File: src/rtl/wlc_pkg.sv
package wlc_pkg;
  parameter int unsigned HALF_W = 16;
  localparam int unsigned WORD_W = 2 * HALF_W;
  typedef enum logic {SRC_REG = 1'b0, SRC_MEM = 1'b1} rd_src_e;
endpackage

File: src/rtl/wlc_write_capture.sv
module wlc_write_capture #(
  parameter int unsigned HALF_W = wlc_pkg::HALF_W,
  localparam int unsigned WORD_W = 2 * HALF_W
) (
  input  logic              clk_i,
  input  logic              rst_ni,
  input  logic              mode32_i,
  input  logic [WORD_W-1:0] bus_i,
  input  logic              lo_en_i,
  input  logic              hi_en_i,
  output logic [WORD_W-1:0] word_o,
  output logic              commit_o
);
  logic [HALF_W-1:0] lo_q, hi_q, hi_din;
  logic lo_load, hi_load, commit_q;

  // 32-bit mode: either enable loads both halves
  assign lo_load = lo_en_i | (mode32_i & hi_en_i);
  assign hi_load = hi_en_i | (mode32_i & lo_en_i);
  assign hi_din  = mode32_i ? bus_i[WORD_W-1:HALF_W] : bus_i[HALF_W-1:0];

  always_ff @(posedge clk_i or negedge rst_ni) begin
    if (!rst_ni) begin
      lo_q     <= '0;
      hi_q     <= '0;
      commit_q <= 1'b0;
    end else begin
      if (lo_load) lo_q <= bus_i[HALF_W-1:0];
      if (hi_load) hi_q <= hi_din;
      commit_q <= hi_load;
    end
  end

  assign word_o   = {hi_q, lo_q};
  assign commit_o = commit_q;

  assert_lo_only_R2: assert property (@(posedge clk_i) disable iff (!rst_ni)
    (!mode32_i && lo_en_i && !hi_en_i) |=>
      (word_o[HALF_W-1:0] == $past(bus_i[HALF_W-1:0]) &&
       word_o[WORD_W-1:HALF_W] == $past(word_o[WORD_W-1:HALF_W])));
  assert_hi_half_R3: assert property (@(posedge clk_i) disable iff (!rst_ni)
    (!mode32_i && hi_en_i) |=> word_o[WORD_W-1:HALF_W] == $past(bus_i[HALF_W-1:0]));
  assert_full_word_R4: assert property (@(posedge clk_i) disable iff (!rst_ni)
    (mode32_i && (lo_en_i || hi_en_i)) |=> word_o == $past(bus_i));
  assert_no_early_commit_R5: assert property (@(posedge clk_i) disable iff (!rst_ni)
    (!mode32_i && lo_en_i && !hi_en_i) |=> !commit_o);
  assert_commit_after_hi_R5: assert property (@(posedge clk_i) disable iff (!rst_ni)
    hi_en_i |=> commit_o);
  assert_hold_R9: assert property (@(posedge clk_i) disable iff (!rst_ni)
    (!lo_en_i && !hi_en_i) |=> ($stable(word_o) && !commit_o));
endmodule

File: src/rtl/wlc_read_capture.sv
module wlc_read_capture #(
  parameter int unsigned HALF_W = wlc_pkg::HALF_W,
  localparam int unsigned WORD_W = 2 * HALF_W
) (
  input  logic              clk_i,
  input  logic              rst_ni,
  input  logic              mode32_i,
  input  logic              cap_en_i,
  input  logic              hi_sel_i,
  input  wlc_pkg::rd_src_e  src_i,
  input  logic [WORD_W-1:0] reg_data_i,
  input  logic [WORD_W-1:0] mem_data_i,
  output logic [WORD_W-1:0] rdata_o
);
  logic [WORD_W-1:0] cap_q, cap_din;
  logic [HALF_W-1:0] half;

  assign cap_din = (src_i == wlc_pkg::SRC_MEM) ? mem_data_i : reg_data_i;

  always_ff @(posedge clk_i or negedge rst_ni) begin
    if (!rst_ni)       cap_q <= '0;
    else if (cap_en_i) cap_q <= cap_din;
  end

  assign half    = hi_sel_i ? cap_q[WORD_W-1:HALF_W] : cap_q[HALF_W-1:0];
  assign rdata_o = mode32_i ? cap_q : {{HALF_W{1'b0}}, half};

  assert_capture_R6: assert property (@(posedge clk_i) disable iff (!rst_ni)
    cap_en_i |=> cap_q == $past(src_i == wlc_pkg::SRC_MEM ? mem_data_i : reg_data_i));
  assert_hold_R6: assert property (@(posedge clk_i) disable iff (!rst_ni)
    !cap_en_i |=> $stable(cap_q));
  assert_upper_zero_R7: assert property (@(posedge clk_i) disable iff (!rst_ni)
    !mode32_i |-> rdata_o[WORD_W-1:HALF_W] == '0);
endmodule

File: src/rtl/wlc_bus_converter.sv
module wlc_bus_converter #(
  parameter int unsigned HALF_W = wlc_pkg::HALF_W,
  localparam int unsigned WORD_W = 2 * HALF_W
) (
  input  logic              clk_i,
  input  logic              rst_ni,
  input  logic              mode32_i,
  input  logic [WORD_W-1:0] host_wdata_i,
  input  logic              wr_lo_en_i,
  input  logic              wr_hi_en_i,
  input  logic              rd_cap_en_i,
  input  logic              rd_hi_sel_i,
  input  logic              rd_src_mem_i,
  input  logic [WORD_W-1:0] reg_rdata_i,
  input  logic [WORD_W-1:0] mem_rdata_i,
  output logic [WORD_W-1:0] wdata_o,
  output logic              wr_commit_o,
  output logic [WORD_W-1:0] host_rdata_o
);
  wlc_pkg::rd_src_e rd_src;
  assign rd_src = wlc_pkg::rd_src_e'(rd_src_mem_i);

  wlc_write_capture #(.HALF_W(HALF_W)) u_wr (
    .clk_i, .rst_ni, .mode32_i,
    .bus_i   (host_wdata_i),
    .lo_en_i (wr_lo_en_i),
    .hi_en_i (wr_hi_en_i),
    .word_o  (wdata_o),
    .commit_o(wr_commit_o)
  );

  wlc_read_capture #(.HALF_W(HALF_W)) u_rd (
    .clk_i, .rst_ni, .mode32_i,
    .cap_en_i  (rd_cap_en_i),
    .hi_sel_i  (rd_hi_sel_i),
    .src_i     (rd_src),
    .reg_data_i(reg_rdata_i),
    .mem_data_i(mem_rdata_i),
    .rdata_o   (host_rdata_o)
  );

  assert_reset_R1: assert property (@(posedge clk_i)
    !rst_ni |-> (wdata_o == '0 && host_rdata_o == '0 && !wr_commit_o));
endmodule

File: config.mk
export PLATFORM = sky130hd
export DESIGN_NAME = wlc_bus_converter
export DESIGN_NICKNAME = d
export VERILOG_FILES = /design/src/rtl/wlc_pkg.sv /design/src/rtl/wlc_write_capture.sv /design/src/rtl/wlc_read_capture.sv /design/src/rtl/wlc_bus_converter.sv
export SDC_FILE = /design/constraint.sdc
export NUM_CORES = 1
export LEC_CHECK = 0
export BUFFER_PORTS_ARGS = -buffer_cell sky130_fd_sc_hd__buf_2
export CAP_MARGIN = 20
export CORE_ASPECT_RATIO = 1.1
export CORE_MARGIN = 4
export CORE_UTILIZATION = 49
export DETAILED_ROUTE_END_ITERATION = 8
export GPL_TIMING_DRIVEN = 1
export PLACE_DENSITY = 0.93
export SETUP_SLACK_MARGIN = 0.5
export SLEW_MARGIN = 20
export SYNTH_ARGS = -nofsm -noshare
export SYNTH_HDL_FRONTEND = slang
export SYNTH_SLANG_ARGS = --single-unit
File: constraint.sdc
create_clock -name clk_i -period 1.8 [get_ports clk_i]
set_clock_uncertainty 0.05 [all_clocks]
set_input_delay 0.09 -clock clk_i [delete_from_list [all_inputs] [get_ports clk_i]]
set_output_delay 0.09 -clock clk_i [all_outputs]
set_load 0.02 [all_outputs]
* Yosys cells after proc, flatten, opt, wreduce, memory -nomap -nowiden
Index checks and enable logic that the tools add are counted.
Operators by class: mux-type cells 4, bitwise logic cells 4
Operator list (count):
- $mux 32 | 2
- $mux 16 | 2
- $and 1x1->1 | 2
- $or 1x1->1 | 2
Storage, ports and cells: bits in registers 65, output and inout port bits 65

* Depth between registers and ports, before layout
Gate-level depths: netlist of run 1.
depth after elaboration 2, gate-level depth with buffers 6, mapped depth without buffers 3

* Modules after synthesis
From an unflattened synthesis of run 1, not the netlist that was laid out.
Unflattened totals: cells, all modules 302, area, all modules 3404.5 µm²
Modules (own cells, without submodules):
- wlc_read_capture | times used 1, cells an instance 175, area each 1830.5 µm², sequential area each 800.8 µm²
- wlc_write_capture | times used 1, cells an instance 127, area each 1574.0 µm², sequential area each 825.8 µm²

* Least setup slack after synthesis of run 1
OpenSTA, ideal clock, no wires.
path kind input -> register, start point input port wr_hi_en_i, end point register u_wr.lo_q[12], arrival time 0.925 ns, required time 1.625 ns, slack 0.700 ns, cell stages on the path 4, path buffers 2, cells stage by stage buf_6 -> a21oi_4 -> buf_6 -> mux2_2
Between the ends: cells in the longest elaborated chain, start to end 2
Ends and longest elaborated chain:
- from (decl) | line wlc_bus_converter.sv:10 | input logic wr_hi_en_i,
- $and 1x1->1 | line wlc_write_capture.sv:18 | assign lo_load = lo_en_i | (mode32_i & hi_en_i);
- $or 1x1->1 | line wlc_write_capture.sv:18
- to (signal assigned) | line wlc_write_capture.sv:28 | if (lo_load) lo_q <= bus_i[HALF_W-1:0];
- to (decl) | line wlc_write_capture.sv:14 | logic [HALF_W-1:0] lo_q, hi_q, hi_din;
No other way between the ends. A chain may end at the register's enable or synchronous reset.

* Worst setup path after layout of run 1
start point register u_rd.cap_q[17], end point output port host_rdata_o[1]
Between the ends: cells in the longest elaborated chain, start to end 2
Ends and longest elaborated chain:
- from (decl) | line wlc_read_capture.sv:15 | logic [WORD_W-1:0] cap_q, cap_din;
- from (signal assigned) | line wlc_read_capture.sv:22 | else if (cap_en_i) cap_q <= cap_din;
- $mux 16 | line wlc_read_capture.sv:25 | assign half = hi_sel_i ? cap_q[WORD_W-1:HALF_W] : cap_q[HALF_W-1:0];
- $mux 32 | line wlc_read_capture.sv:26 | assign rdata_o = mode32_i ? cap_q : {{HALF_W{1'b0}}, half};
- to (decl) | line wlc_bus_converter.sv:18 | output logic [WORD_W-1:0] host_rdata_o
No other way between the ends.

==> flow_summary_export.csv, run 1 <==
group,metric,value,unit
die,core_area,6594,um2
pwr,pwr-share-comb,26.5,%
route,via_per_inst,5.404,
route,vias,3226,
die,die_w,86.60,um
grt,grt_start_max_net_pins,66,
worst_setup_path,critPathMaxFanout,3,
logic_synthesis,syn_area,3329,um2
worst_hold_path,hold_path_depth,3,
logic_synthesis,syn_area_per_cell,10.99,um2
timing,post-route-min-period,1.301,ns
logic_synthesis,synth_cell_types,22,
route,drtAntennaViolNets,0,
clock_tree,clockRootBuffer,"clkbuf_8",
clock_tree,clkSinkCount,65,
timing,fmax,0.7687,GHz
grt,gr-usage-met3,7.417,%
place,io_buffer_count,168,
grt,grt_overflow,0,
layout,fill_cells,408,
clock_tree,clockBufferDepth,2,
timing,worst_pin_slew,0.7748,ns
pwr,p_leak,2.461,nW
logic_synthesis,synth_cells,303,
die,pin_count,169,
route,firstDrtPassIters,4,
status,run_status,"finished, final reports clean",
layout,area_growth,50.24,%
pwr,p_per_area,883.0,nW/um2
pwr,intPower,3.148,mW
job,max_cap_violations,0,
worst_setup_path,r2r_slack,0.65,ns
clock_tree,cts_tree,"built",
layout,design_area,5002,um2
pwr,seqPwrFrac,39.3,%
route,drc,0,
clock_tree,clk_latency,0.32,ns
logic_synthesis,synth_top_family_by_area,"multiplexers",
timing,rsz0062_at_grt,"yes",
worst_setup_path,cp.arrival,1.16,ns
logic_synthesis,ys_seq_area_share,48.85,%
worst_setup_path,required,1.66,ns
grt,grt_pass1_wl,15.92,mm
worst_hold_path,hp-class,"primary input to flop",
timing,timing.final.hold_violations,0,
pwr,fin_total_pwr,4.417,mW
timing,setup_violations,0,
timing,slew_headroom,48.34,%
worst_setup_path,startpoint_type,"flop",
layout,nets,614,
logic_synthesis,synthAdderAreaFrac,0,%
pwr,switchingPower,1.269,mW
logic_synthesis,synth.mux.area_fraction,21.57,%
die,dieArea,8179,um2
grt,grt_usage,25.07,%
grt,grt_pass1_vias,3345,
logic_synthesis,synth-xor-area-share,0,%
pwr,power.share.clock,34.2,%
timing,report.final.slew_viol_count,0,
logic_synthesis,synth_compound_area_share,12.40,%
worst_setup_path,ff2ff_path_depth,3,
pwr,switching_share,28.73,%
die,fp.dieH,94.46,um
timing,setup_tns,0,ns
logic_synthesis,synth-simple-area-share,12.03,%
die,row_count,31,
clock_tree,path_clk_slew,0.08,ns
grt,grt_util_met1,28.51,%
worst_hold_path,worstHoldStart,"mem_rdata_i[19]",
worst_setup_path,timing_worst_setup_path_type,"flop to output port",
route,avgRoutedWirePerCell,17.60,um
timing,post-route-period-util,72.27,%
worst_setup_path,cp-end-kind,"output port",
die,start_util,50.49,%
grt,antenna_found_initial,0,
layout,drive_gt1_share,45.05,%
grt,gr-usage-met2,43.18,%
place,gp_congestion,0.7928,
clock_tree,numCtsBuffers,9,
place,dp_hpwl,6.388,mm
worst_hold_path,worstHoldEndpoint,"u_rd.cap_q[19]",
worst_setup_path,r2r-start,"u_wr.hi_q[15]",
logic_synthesis,yosysWarnings,0,
route,drt_iter0_markers,137,
logic_synthesis,ys_seq_elements,65,
layout,antenna_cells,0,
route,drt-total-wl,10.51,mm
grt,grt-busiest-layer,"met2",
clock_tree,cts_max_level,3,
logic_synthesis,synth_nets,407,
worst_setup_path,rr_endpoint,"u_wr.hi_q[15]",
place,place_area,4164,um2
pwr,ir_worst_vdd,0.7695,mV
## Yosys cell counts
library cell	number	area share, %
buf_4	4	0.90
a21oi_4	1	0.49
and2_1	16	3.0
buf_1	2	0.23
nor2b_1	16	3.0
clkbuf_1	7	0.79
a211oi_1	16	3.6
a21o_1	1	0.23
nor2_1	48	5.4
buf_8	1	0.45
buf_6	6	2.0
o21ai_2	1	0.26
mux2_2	20	6.8
or2_1	1	0.19
mux2_1	2	0.68
mux2_4	10	4.5
mux2i_1	32	9.6
a21oi_1	32	4.8
nand2b_4	1	0.41
o22ai_1	16	3.0
buf_2	5	0.75
dfrtp_1	65	49
## cell usage in the layout, fill, tap and decap left out, types with 3 or more instances in the layout
master           n
buf_12           4
mux2_2          17
buf_4           11
a211oi_1        16
dfrtp_1         65
dlygate4sd3_1   38
and2_1          16
nor2_1          48
mux2i_1         32
buf_6           15
mux2_4          13
bufinv_16        3
o22ai_1         16
buf_2          153
nor2b_1         16
a21oi_1         32
clkbuf_8        10
## worst max path at each step
stage | start | end | slack [ns] | cells after the start
after floorplan | wr_hi_en_i | u_wr.lo_q[12] | 0.70 | 4
after global placement | mode32_i | host_rdata_o[5] | 0.55 | 4
after detailed placement | mode32_i | u_wr.lo_q[5] | 0.52 | 3
after CTS | u_rd.cap_q[25] | host_rdata_o[9] | 0.50 | 2
after global routing | u_rd.cap_q[17] | host_rdata_o[1] | 0.45 | 2
final | u_rd.cap_q[17] | host_rdata_o[1] | 0.50 | 2
## kinds of logic (layout without fill, tap and decap cells)
family	after synthesis	after routing
AO/OA/AOI/OAI	67	67
flip-flops	65	65
buffers and inverters	25	237
AND/OR/NAND/NOR	82	82
multiplexers	64	64
## sequential cells by signal, indices dropped and copies added, names as in the netlist
| register | count |
|---|---|
| u_wr.hi_q | 16 |
| u_rd.cap_q | 32 |
| u_wr.lo_q | 16 |
| u_wr.commit_o | 1 |
## final cells by class
| class | count | area [um2] | area share [%] |
|---|---|---|---|
| Clock buffer | 10 | 137.6 | 2.751 |
| Clock inverter | 6 | 115.1 | 2.301 |
| Multi-Input combinational cell | 213 | 1543 | 30.84 |
| Sequential cell | 65 | 1627 | 32.52 |
| Tap cell | 82 | 102.6 | 2.051 |
| Timing Repair Buffer | 221 | 1478 | 29.54 |
## what timing repair did
action	CTS	global route
setup endpoints to repair	12	16
pin swaps	0	0
resized for setup	23	10
hold buffers	38	0
hold endpoints to repair	101	0
setup buffers	2	8
## power groups by stage
stage	clock network, mW	registers [mW]	logic [mW]
2_1_floorplan	0	1.83	0.518
3_3_place_gp	0	1.74	0.945
3_5_place_dp	0	1.74	0.976
4_1_cts	1.55	1.72	1.10
5_1_grt	1.61	1.75	1.25
6_report	1.51	1.74	1.17
## worst max-delay path: stages, from the launching register on
cell and delay (ns):
dfrtp_1 0.41, mux2_4 0.29, buf_6 0.13
## metal layers
| metal | share of wire (%) | routed length (um) | vias to the layer above |
|---|---|---|---|
| li1 | - | - | 1477 |
| met1 | 37 | 3884 | 1532 |
| met2 | 51 | 5341 | 197 |
| met3 | 10 | 1095 | 20 |
| met4 | 1.8 | 187 | 0 |
| met5 | 0 | 0 | - |
## stage by stage
stage / util [%] / std cells / setup slack (ns) / hold WS [ns]
after global routing: 75.86 / 597 / 0.4503 / 0.01352
after detailed placement: 63.15 / 533 / 0.5173 / 0.07907
after global placement: 63.15 / 533 / 0.5477 / 0.07632
after CTS: 74.08 / 589 / 0.4989 / 0.0003858
final: 75.86 / 597 / 0.4991 / 0.01970
after floorplan: - / 303 / 0.7000 / -0.2556
Note: power is estimated with default switching activity, not from simulation.
==> run 2: changes to the inputs <==
- ABC_AREA: not set -> 1
- CORE_UTILIZATION: 49 -> 43
- PLACE_DENSITY: 0.93 -> 0.85
- clock period: 1.8 -> 1.18 ns (I/O delays scaled with it)
==> run 2 against run 1 <==
  * The run now ends with negative hold slack left
  * Die area is 23% higher
  * Critical path depth is 1 higher
  * First-iteration DRC count is 130% higher
  * Via count is 42% higher
  * Clock power is 24% higher
  * Final cell count is 50% higher
  * Routed wire length is 45% higher
  * Synthesized cell count is 83% higher
  * Register-to-register slack worse by 0.44 ns
  * Largest cell class is now buffers
==> flow_summary_export.csv, run 2 <==
group,metric,value,unit
die,dieArea,10040,um2
die,pin_count,169,
grt,gr-usage-met2,44.06,%
job,max_cap_violations,0,
route,drc,0,
status,run_status,"finished with violations",
place,gp_congestion,0.8234,
layout,drive_gt1_share,48.47,%
worst_setup_path,startpoint_type,"flop",
pwr,fin_total_pwr,7.169,mW
route,via_per_inst,5.100,
clock_tree,clkSinkCount,65,
status,violations,"negative hold slack",
layout,nets,885,
grt,gr-usage-met3,7.775,%
route,avgRoutedWirePerCell,16.97,um
route,firstDrtPassIters,8,
place,place_area,4896,um2
worst_setup_path,slowest_delay,0.42,ns
layout,post_layout_nonfiller_instances,897,
logic_synthesis,yosysWarnings,0,
clock_tree,cts_tree,"built",
logic_synthesis,synth_common_cells,"nand2_1 (288), inv_1 (82), nand3_1 (80)",
grt,grt-busiest-layer,"met2",
clock_tree,clk_latency,0.32,ns
worst_setup_path,required,1.07,ns
die,die_w,95.92,um
layout,largest_registers,"u_rd.cap_q x32, u_wr.hi_q x16, u_wr.lo_q x16",
grt,grt_usage,26.71,%
pwr,p_per_area,1111,nW/um2
timing,setup_tns,0,ns
route,vias,4575,
logic_synthesis,syn_area_per_cell,6.611,um2
pwr,ir_worst_vdd,0.6641,mV
worst_setup_path,critPathTopFamily,"flip-flops",
layout,final_core_util,77.58,%
timing,timing.final.hold_violations,23,
grt,grt_util_met1,29.81,%
grt,grt_pass1_wl,21.11,mm
logic_synthesis,syn_area,3656,um2
logic_synthesis,synth_flop_cell,"dfrtp_1",
grt,grt_start_max_net_pins,66,
route,drt_iter0_markers,317,
grt,grt_pass1_vias,4496,
logic_synthesis,synth_edf_count,0,
place,io_buffer_count,168,
timing,worst_pin_slew,0.3645,ns
worst_setup_path,worst_path_max_delay_cell,"dfrtp_1",
logic_synthesis,synth_cells,553,
clock_tree,clockRootBuffer,"clkbuf_8",
worst_setup_path,worstPathCellList,"nand3_1 -> nand2_2 -> buf_6",
layout,regMostFlops,"u_rd.cap_q",
logic_synthesis,ys_seq_area_share,44.49,%
clock_tree,path_clk_slew,0.08,ns
die,row_count,35,
logic_synthesis,synth_most_common_cell,"nand2_1",
layout,area_growth,76.56,%
timing,fmax,0.8694,GHz
grt,antenna_found_initial,1,
timing,report.final.slew_viol_count,0,
layout,antenna_cells,0,
place,dpl.cell_count,812,
timing,slew_headroom,75.67,%
clock_tree,numCtsBuffers,9,
worst_setup_path,timing_worst_setup_path_type,"flop to output port",
die,start_util,43.94,%
logic_synthesis,synth_nets,657,
pwr,p_leak,3.688,nW
worst_setup_path,critPathBufInv,1,
timing,post-route-period-util,97.48,%
timing,whs,-0.04898,ns
logic_synthesis,async_reset_ff_share,100.0,%
worst_setup_path,critPathMaxFanout,3,
worst_setup_path,cp.arrival,1.04,ns
die,core_area,8320,um2
route,drtAntennaViolNets,0,
timing,rsz0062_at_grt,"yes",
timing,post-route-min-period,1.150,ns
logic_synthesis,synth_cell_types,11,
logic_synthesis,ys_seq_elements,65,
layout,final_cell_mix,"nand2_1 (246), buf_6 (118), buf_2 (102), inv_1 (74), nand3_1 (39)",
clock_tree,cts_max_level,3,
layout,largest_reg_flops,32,
worst_setup_path,cp-end-kind,"output port",
route,drt-total-wl,15.22,mm
grt,grt_overflow,0,
clock_tree,clockBufferDepth,2,
timing,setup_violations,0,
layout,design_area,6455,um2
place,dp_hpwl,8.086,mm
layout,layout_commonest_cell,"nand2_1",
logic_synthesis,post-synth-top-area-cell,"dfrtp_1",
die,fp.dieH,104.7,um
worst_hold_path,hp-class,"primary input to flop",
logic_synthesis,synth_area_leaders,"dfrtp_1 (44%), nand2_1 (30%), nand3_1 (11%)",
logic_synthesis,yosysTopAreaCellShare,44.49,%
[run 2: changes by cell type after synthesis, moves of 32 or more]
cell and change:
nand2_1 +288, inv_1 +82, nand3_1 +80, nor2_1 -48, a21oi_1 -32, mux2i_1 -32
[run 2: path summary, 6_finish.rpt]
path,startpoint,endpoint,slack [ns],depth (start not counted)
worst min-delay path,host_wdata_i[12],u_wr.lo_q[12],-0.05,3
worst max register to register,u_wr.lo_q[1],u_wr.lo_q[1],0.21,4
worst max-delay path,u_rd.cap_q[25],host_rdata_o[9],0.03,3
min in group asynchronous,rst_ni,u_wr.lo_q[12],0.27,3
worst min register to register,u_rd.cap_q[9],u_rd.cap_q[9],0.44,2
max in group asynchronous,rst_ni,u_rd.cap_q[0],0.61,3
[run 2: kinds of logic (layout without fill, tap and decap cells)]
family	after synthesis	in the layout	synth area share [%]
buffers and inverters	115	348	13.59
DFF	65	65	44.49
and+or+nand+nor	373	373	41.92
[run 2: area by class of cell]
type                            count  area (um2)
Sequential cell                    65        1667
Timing Repair Buffer              247        2175
Fill cell                         499        1866
Clock inverter                      7       70.07
Tap cell                          111       138.9
Multi-Input combinational cell    373        1952
Clock buffer                        9       123.9
Inverter                           85       329.1
[run 2: report_power, final]
group          internal [mW]  switching [mW]  total, mW
registers               2.48           0.240       2.72
logic                   1.28            1.30       2.58
clock network          0.975           0.895       1.87
total                   4.73            2.44       7.17
[run 2: repair_timing]
action / 4_1_cts / 5_1_grt
resized for setup: 166 / 71
endpoints found under the setup margin: 105 / 192
endpoints found under the hold margin: 125 / 10
pin swaps: 67 / 49
hold buffers: 16 / 3
cloned: 0 / 1
buffers inserted: 28 / 27
[run 2: per-layer routing]
layer	wire, um	vias to the layer above
met4	577	2
met2	7457	320
met3	1619	63
met1	5544	2096
met5	20	-
li1	-	2094
[run 2: worst register-to-register path: stages (launching register included)]
cell     delay, ns
dfrtp_2       0.44
buf_6         0.13
buf_6         0.11
nand3_2       0.05
nand2_1       0.08
[run 2: stage by stage]
step / hold WS (ns) / setup WS, ns
6_report: -0.04898 / 0.02974
5_1_grt: -0.06690 / -0.01986
4_1_cts: -0.07686 / 0.009160
3_5_place_dp: 0.04814 / 0.1350
3_3_place_gp: 0.04783 / 0.1863
2_1_floorplan: -0.2866 / 0.4490
